$ cat src/rtl/pba_pkg.sv
package pba_pkg;

    typedef enum logic [1:0] {
        ST_IDLE   = 2'd0,
        ST_SETTLE = 2'd1,
        ST_DRIVE  = 2'd2,
        ST_GAP    = 2'd3
    } pba_state_e;

endpackage

$ cat src/rtl/pba_slot.sv
module pba_slot #(
    parameter int W        = 8,
    parameter int AGE_EN   = 0,
    parameter int AGE_STEP = 10
) (
    input  logic         clk,
    input  logic         rst_n,
    input  logic         req_valid,
    input  logic [W-1:0] base_prio,
    input  logic         grant_chg,
    input  logic [W-1:0] grant_nxt,
    input  logic         held,
    output logic [W-1:0] eff
);
    localparam logic [W:0] MAXV   = {1'b0, {W{1'b1}}};
    localparam logic [W:0] STEP_V = (W+1)'(AGE_STEP);

    logic         act_q;
    logic [W-1:0] eff_q;
    logic [W:0]   sum;
    logic [W-1:0] aged;
    logic         age_hit;

    always_comb begin
        sum  = {1'b0, eff_q} + STEP_V;
        aged = (sum > MAXV) ? MAXV[W-1:0] : sum[W-1:0];
    end

    assign age_hit = (AGE_EN != 0) && grant_chg && !held &&
                     (eff_q != '0) && (eff_q != grant_nxt);

    always_ff @(posedge clk or negedge rst_n) begin
        if (!rst_n) begin
            act_q <= 1'b0;
            eff_q <= '0;
        end else if (!req_valid) begin
            act_q <= 1'b0;
            eff_q <= '0;
        end else if (!act_q) begin
            act_q <= 1'b1;
            eff_q <= base_prio;
        end else if (age_hit) begin
            eff_q <= aged;
        end
    end

    assign eff = eff_q;

    // a held request never loses value (saturation, no wrap)
    p_no_wrap_r8: assert property (@(posedge clk) disable iff (!rst_n)
        (act_q && req_valid) |=> (eff_q >= $past(eff_q)));

    // without aging a held request keeps its value
    p_no_age_r8: assert property (@(posedge clk) disable iff (!rst_n)
        (AGE_EN == 0 && act_q && req_valid) |=> $stable(eff_q));

endmodule

$ cat src/rtl/pba_resolve.sv
module pba_resolve #(
    parameter int N = 4,
    parameter int W = 8
) (
    input  logic           clk,
    input  logic           rst_n,
    input  logic [N*W-1:0] eff_flat,
    output logic [W-1:0]   best,
    output logic [N-1:0]   best_hot,
    output logic           dup_err
);
    logic dup_now;
    logic dup_q;

    always_comb begin
        best     = '0;
        best_hot = '0;
        for (int i = 0; i < N; i++) begin
            if (eff_flat[i*W +: W] > best) begin
                best     = eff_flat[i*W +: W];
                best_hot = '0;
                best_hot[i] = 1'b1;
            end
        end
    end

    always_comb begin
        dup_now = 1'b0;
        for (int i = 0; i < N; i++) begin
            for (int j = i + 1; j < N; j++) begin
                if ((eff_flat[i*W +: W] != '0) &&
                    (eff_flat[i*W +: W] == eff_flat[j*W +: W]))
                    dup_now = 1'b1;
            end
        end
    end

    always_ff @(posedge clk or negedge rst_n) begin
        if (!rst_n) dup_q <= 1'b0;
        else        dup_q <= dup_q | dup_now;
    end

    assign dup_err = dup_q;

    // flag is sticky
    p_dup_sticky_r9: assert property (@(posedge clk) disable iff (!rst_n)
        $past(dup_q) |-> dup_q);

    // a nonzero winner always names exactly one requester
    p_best_single_r2: assert property (@(posedge clk) disable iff (!rst_n)
        (best != '0) |-> ($countones(best_hot) == 1));

    p_best_none_r2: assert property (@(posedge clk) disable iff (!rst_n)
        (best == '0) |-> (best_hot == '0));

endmodule

$ cat src/rtl/pba_fsm.sv
module pba_fsm
    import pba_pkg::*;
#(
    parameter int N      = 4,
    parameter int W      = 8,
    parameter int ADDR_W = 8,
    parameter int DATA_W = 8,
    parameter int SETTLE = 1,
    parameter int DRIVE  = 5,
    parameter int GAP    = 5
) (
    input  logic                clk,
    input  logic                rst_n,
    input  logic [W-1:0]        best,
    input  logic [N-1:0]        best_hot,
    input  logic [N*ADDR_W-1:0] req_addr,
    input  logic [N*DATA_W-1:0] req_data,
    output logic [W-1:0]        grant,
    output logic [W-1:0]        grant_nxt,
    output logic                grant_chg,
    output logic [N-1:0]        held_mask,
    output logic                bus_oe,
    output logic [ADDR_W-1:0]   bus_addr,
    output logic [DATA_W-1:0]   bus_data,
    output logic [N-1:0]        done
);
    localparam int CMAX = (SETTLE > DRIVE) ? ((SETTLE > GAP) ? SETTLE : GAP)
                                           : ((DRIVE > GAP) ? DRIVE : GAP);
    localparam int CW   = $clog2(CMAX + 1);
    localparam int ZMAX = GAP + 1;
    localparam int ZW   = $clog2(ZMAX + 1);
    localparam int OMAX = DRIVE + 1;
    localparam int OW   = $clog2(OMAX + 1);

    pba_state_e        st_q, st_n;
    logic [CW-1:0]     cnt_q, cnt_n;
    logic [W-1:0]      grant_q;
    logic [N-1:0]      win_q;
    logic              oe_q;
    logic [ADDR_W-1:0] addr_q, sel_addr;
    logic [DATA_W-1:0] data_q, sel_data;
    logic [N-1:0]      done_q;
    logic              take_grant, start_drive, end_drive;

    // next-state logic
    always_comb begin
        st_n        = st_q;
        cnt_n       = cnt_q + 1'b1;
        take_grant  = 1'b0;
        start_drive = 1'b0;
        end_drive   = 1'b0;
        unique case (st_q)
            ST_IDLE: begin
                cnt_n = '0;
                if (best != '0) begin
                    st_n       = ST_SETTLE;
                    take_grant = 1'b1;
                end
            end
            ST_SETTLE: begin
                if (cnt_q == CW'(SETTLE - 1)) begin
                    st_n        = ST_DRIVE;
                    cnt_n       = '0;
                    start_drive = 1'b1;
                end
            end
            ST_DRIVE: begin
                if (cnt_q == CW'(DRIVE - 1)) begin
                    st_n      = ST_GAP;
                    cnt_n     = '0;
                    end_drive = 1'b1;
                end
            end
            ST_GAP: begin
                if (cnt_q == CW'(GAP - 1)) begin
                    st_n  = ST_IDLE;
                    cnt_n = '0;
                end
            end
        endcase
    end

    // state register
    always_ff @(posedge clk or negedge rst_n) begin
        if (!rst_n) begin
            st_q  <= ST_IDLE;
            cnt_q <= '0;
        end else begin
            st_q  <= st_n;
            cnt_q <= cnt_n;
        end
    end

    always_comb begin
        grant_nxt = take_grant ? best : (end_drive ? '0 : grant_q);
        grant_chg = take_grant || end_drive;
        held_mask = take_grant ? best_hot : win_q;
    end

    always_comb begin
        sel_addr = '0;
        sel_data = '0;
        for (int i = 0; i < N; i++) begin
            if (win_q[i]) begin
                sel_addr = sel_addr | req_addr[i*ADDR_W +: ADDR_W];
                sel_data = sel_data | req_data[i*DATA_W +: DATA_W];
            end
        end
    end

    // output registers
    always_ff @(posedge clk or negedge rst_n) begin
        if (!rst_n) begin
            grant_q <= '0;
            win_q   <= '0;
            oe_q    <= 1'b0;
            addr_q  <= '0;
            data_q  <= '0;
            done_q  <= '0;
        end else begin
            grant_q <= grant_nxt;
            done_q  <= '0;
            if (take_grant) win_q <= best_hot;
            if (start_drive) begin
                oe_q   <= 1'b1;
                addr_q <= sel_addr;
                data_q <= sel_data;
            end
            if (end_drive) begin
                oe_q   <= 1'b0;
                addr_q <= '0;
                data_q <= '0;
                done_q <= win_q;
            end
        end
    end

    assign grant    = grant_q;
    assign bus_oe   = oe_q;
    assign bus_addr = addr_q;
    assign bus_data = data_q;
    assign done     = done_q;

    // checker counters
    logic [ZW-1:0] zrun_q;
    logic [OW-1:0] orun_q;

    always_ff @(posedge clk or negedge rst_n) begin
        if (!rst_n) begin
            zrun_q <= ZW'(ZMAX);
            orun_q <= '0;
        end else begin
            if (grant_q != '0)           zrun_q <= '0;
            else if (zrun_q != ZW'(ZMAX)) zrun_q <= zrun_q + 1'b1;
            if (!oe_q)                    orun_q <= '0;
            else if (orun_q != OW'(OMAX)) orun_q <= orun_q + 1'b1;
        end
    end

    p_oe_granted_r3: assert property (@(posedge clk) disable iff (!rst_n)
        oe_q |-> (grant_q != '0));

    p_settle_r3: assert property (@(posedge clk) disable iff (!rst_n)
        $rose(grant_q != '0) |-> !oe_q);

    p_oe_after_grant_r3: assert property (@(posedge clk) disable iff (!rst_n)
        $rose(oe_q) |-> ($past(grant_q) != '0));

    p_hold_r4: assert property (@(posedge clk) disable iff (!rst_n)
        (oe_q && $past(oe_q)) |-> ($stable(addr_q) && $stable(data_q) && $stable(grant_q)));

    p_oe_len_r4: assert property (@(posedge clk) disable iff (!rst_n)
        oe_q |-> (orun_q < OW'(DRIVE)));

    p_done_fall_r5: assert property (@(posedge clk) disable iff (!rst_n)
        (done_q != '0) |-> (grant_q == '0 && $past(grant_q) != '0 && !oe_q && $past(oe_q)));

    p_gap_r6: assert property (@(posedge clk) disable iff (!rst_n)
        $rose(grant_q != '0) |-> (zrun_q >= ZW'(GAP + 1)));

    p_done_hot_r10: assert property (@(posedge clk) disable iff (!rst_n)
        $onehot0(done_q));

endmodule

$ cat src/rtl/prio_bus_arbiter.sv
module prio_bus_arbiter #(
    parameter int N        = 4,
    parameter int W        = 8,
    parameter int ADDR_W   = 8,
    parameter int DATA_W   = 8,
    parameter int AGE_EN   = 0,
    parameter int AGE_STEP = 10,
    parameter int SETTLE   = 1,
    parameter int DRIVE    = 5,
    parameter int GAP      = 5
) (
    input  logic                clk,
    input  logic                rst_n,
    input  logic [N-1:0]        req_valid,
    input  logic [N*W-1:0]      req_prio,
    input  logic [N*ADDR_W-1:0] req_addr,
    input  logic [N*DATA_W-1:0] req_data,
    output logic [W-1:0]        grant,
    output logic [N-1:0]        done,
    output logic                bus_oe,
    output logic [ADDR_W-1:0]   bus_addr,
    output logic [DATA_W-1:0]   bus_data,
    output logic                dup_err
);
    logic [N*W-1:0] eff_flat;
    logic [W-1:0]   best;
    logic [N-1:0]   best_hot;
    logic [W-1:0]   grant_nxt;
    logic           grant_chg;
    logic [N-1:0]   held_mask;

    for (genvar g = 0; g < N; g++) begin : g_slot
        pba_slot #(
            .W        (W),
            .AGE_EN   (AGE_EN),
            .AGE_STEP (AGE_STEP)
        ) u_slot (
            .clk       (clk),
            .rst_n     (rst_n),
            .req_valid (req_valid[g]),
            .base_prio (req_prio[g*W +: W]),
            .grant_chg (grant_chg),
            .grant_nxt (grant_nxt),
            .held      (held_mask[g]),
            .eff       (eff_flat[g*W +: W])
        );
    end

    pba_resolve #(.N(N), .W(W)) u_resolve (
        .clk      (clk),
        .rst_n    (rst_n),
        .eff_flat (eff_flat),
        .best     (best),
        .best_hot (best_hot),
        .dup_err  (dup_err)
    );

    pba_fsm #(
        .N      (N),
        .W      (W),
        .ADDR_W (ADDR_W),
        .DATA_W (DATA_W),
        .SETTLE (SETTLE),
        .DRIVE  (DRIVE),
        .GAP    (GAP)
    ) u_fsm (
        .clk       (clk),
        .rst_n     (rst_n),
        .best      (best),
        .best_hot  (best_hot),
        .req_addr  (req_addr),
        .req_data  (req_data),
        .grant     (grant),
        .grant_nxt (grant_nxt),
        .grant_chg (grant_chg),
        .held_mask (held_mask),
        .bus_oe    (bus_oe),
        .bus_addr  (bus_addr),
        .bus_data  (bus_data),
        .done      (done)
    );

endmodule

$ cat config.mk
export PLATFORM = sky130hd
export DESIGN_NAME = prio_bus_arbiter
export DESIGN_NICKNAME = d
export VERILOG_FILES = /design/src/rtl/pba_pkg.sv /design/src/rtl/pba_slot.sv /design/src/rtl/pba_resolve.sv /design/src/rtl/pba_fsm.sv /design/src/rtl/prio_bus_arbiter.sv
export SDC_FILE = /design/constraint.sdc
export NUM_CORES = 1
export LEC_CHECK = 0
export BUFFER_PORTS_ARGS = -buffer_cell sky130_fd_sc_hd__buf_2
export CORE_MARGIN = 5
export CORE_UTILIZATION = 45
export DETAILED_ROUTE_END_ITERATION = 8
export PLACE_DENSITY = 0.66
export SYNTH_ARGS = -nofsm -noshare
export SYNTH_HDL_FRONTEND = slang
export SYNTH_HIERARCHICAL = 1
export SYNTH_SLANG_ARGS = --single-unit
$ cat constraint.sdc
create_clock -name clk -period 7.5 [get_ports clk]
set_clock_uncertainty 0.1 [all_clocks]
set_input_delay 1.5 -clock clk [delete_from_list [all_inputs] [get_ports clk]]
set_output_delay 1.5 -clock clk [all_outputs]
set_load 0.02 [all_outputs]
==> out/metrics.csv <==
metric,value,unit
outcome,"finished, final reports clean",
num ports,132,
Peak Freq,0.150,GHz
vias in the first global route,4105,
Worst slew margin,37.3,%
"Setup Fix Bufs, Post-CTS",0,
syn_area_per_cell,9.89,sq um
CP peak stage delay,0.55,ns
global routing's busiest layer,met2,
Tot GR Track Use,19.4,%
RSZ-0062 raised after global routing,false,
r2r endpoint,u_fsm/win_q[3],
CP Launch Type,flip-flop,
ratio of cells with drive above 1 in the final layout,26.7,%
hold path cells,1,
met3 Use GR,4.26,%
Final Wtd Congestion,0.892,
clk sink count,75,
vias per inst,5.51,
final worst path period share,88.7,%
Hold Path Sink,u_fsm/cnt_q[0],
DRC violations left,0,
maxcap violations,0,
Die ar.,0.0133,sq mm
Core Area,0.0108,sq mm
reg2reg start,g_slot[0].u_slot/eff[7],
crit-path cells,inv_1 -> ha_1 -> o21ai_0 -> o2111ai_1 -> and3_1 -> mux2i_1 -> ha_1 -> and4_1 -> nand2b_1 -> a21oi_1 -> a21oi_2 -> buf_4 -> nor2_1 -> a21o_1 -> ha_1 -> nand2_1 -> o21ai_0 -> o21ai_2 -> and2_1 -> a211oi_1 -> nor4_2 -> a21boi_2 -> mux2_2,
crit path DAT,6.79,ns
die height,115,um
hold path startpoint,u_fsm/cnt_q[0],
Layout area overhead,15.9,%
Lkg Pwr,0.00286,uW
vias,4135,
post-CTS sizing,0,
crit-path max FO,19,
Setup crit end kind,flip-flop,
"Slew Viols, Final",0,
Antenna Cells,0,
final setup vio count,0,
die width,115,um
clk buf depth,2,
CP required,7.63,ns
count of input and output buffers,131,
Final Hold Violating Endpoints,0,
CTS Buf Count,9,
most frequent cell on the critical path,ha_1,
CTS H-Tree Depth,3,
initial cell density of the core,45.9,%
Worst Setup Path Type,reg2reg,
initial antenna violation count,0,
"most common cell after layout, fill and taps aside",buf_2,
CTS tree,done,
largest net degree at the start of global routing,76,
Reg2Reg Depth,23,
Worst Hold Class,reg2reg,
first-pass GRT wire length,20500,um
Worst-Margin Slew,0.941,ns
drt first pass iters,5,
PD cells,294,mW/mm^2
HPWL Detailed,9660,um
YS warnings,6,
# hold bufs at CTS,0,
total routed wirelength,13000,um
most frequent cells in the layout,"buf_2 (130), dfrtp_1 (75), mux2i_1 (40)",
Pwr Total,1700,uW
final antenna-violating net count,0,
clock transition at the registers of the reported paths,0.08,ns
setup TNS,0,ns
root buffer cell,clkbuf_8,
R2R Setup Slk,0.85,ns
mapped cell area,0.00497,sq mm
clk_lat worst skew,0.35,ns
met2 Use GR,33.6,%
net count after synthesis,635,
num rows,38,
global routing usage on met1,24.2,%
"Remaining Overflow, GRT",0,
CP max stage cell,dfrtp_1,
post-synthesis cell count,503,
drt initial violations,299,
nets@finish,739,
VDD IR max,0.132,mV
Avg WL per Cell,17.4,um
post-route minimum period,6.65,ns
==> how the worst max path moves through the flow <==
| stage | from | slack (ns) | cells past startpoint | end |
|---|---|---|---|---|
| final | g_slot[0].u_slot/eff[7] | 0.85 | 23 | u_fsm/win_q[3] |
| after global routing | g_slot[0].u_slot/eff[7] | 0.32 | 22 | u_fsm/win_q[1] |
| after CTS | g_slot[0].u_slot/eff[7] | 0.94 | 23 | u_fsm/win_q[3] |
| after detailed placement | g_slot[0].u_slot/eff[7] | 0.95 | 23 | u_fsm/win_q[3] |
| after global placement | g_slot[0].u_slot/eff[7] | 1.06 | 21 | u_fsm/win_q[2] |
| after floorplan | g_slot[0].u_slot/eff[1] | 2.15 | 28 | u_fsm/win_q[2] |
==> layer usage <==
| metal | routed length, um | vias up |
|---|---|---|
| met5 | 0 | - |
| met4 | 199 | 0 |
| met3 | 916 | 18 |
| met2 | 6450 | 147 |
| met1 | 5480 | 1979 |
| li1 | - | 1991 |
==> flip-flops by register name, summed over array words and instances (netlist names) <==
signal,count
u_fsm/cnt_q,3
u_fsm/bus_addr,8
u_fsm/bus_data,8
u_fsm/grant,8
u_resolve/dup_err,1
g_slot.u_slot/eff,32
u_fsm/st_q,2
u_fsm/done,4
u_fsm/bus_oe,1
g_slot.u_slot/act_q,4
u_fsm/win_q,4
==> where the power goes <==
| group | switching, uW | total [uW] | internal (uW) |
|---|---|---|---|
| clock | 140 | 300 | 160 |
| combinational | 437 | 779 | 342 |
| sequential | 121 | 616 | 495 |
==> area by class of cell <==
| class | instances | area (sq um) |
|---|---|---|
| Fill cell | 1009 | 5070 |
| Clock buffer | 12 | 145 |
| Timing Repair Buffer | 132 | 666 |
| Sequential cell | 75 | 1880 |
| Clock inverter | 2 | 37.5 |
| Multi-Input combinational cell | 370 | 2800 |
| Inverter | 19 | 71.3 |
| Tap cell | 140 | 175 |
==> per-stage QoR <==
stage,cells,util [%],cell area (sq um),hold slack [ns],setup WS [ns]
finish,750,53.2,5770,0.359,0.847
floorplan,503,-,4970,0.330,2.15
global placement,736,51.5,5580,0.343,1.06
CTS,750,53.2,5770,0.369,0.944
detailed placement,736,51.5,5580,0.354,0.948
global route,750,53.2,5770,0.377,0.315
==> critical path, delay by kind of cell (launching register included) <==
kind,cells,cell delay (ns)
compound gates,9,2.46
fa+ha+maj,3,0.91
buf+inv,2,0.38
flops,1,0.55
mux,2,0.86
simple gates,7,1.25
No activity file was read; power rests on OpenSTA's default activity.
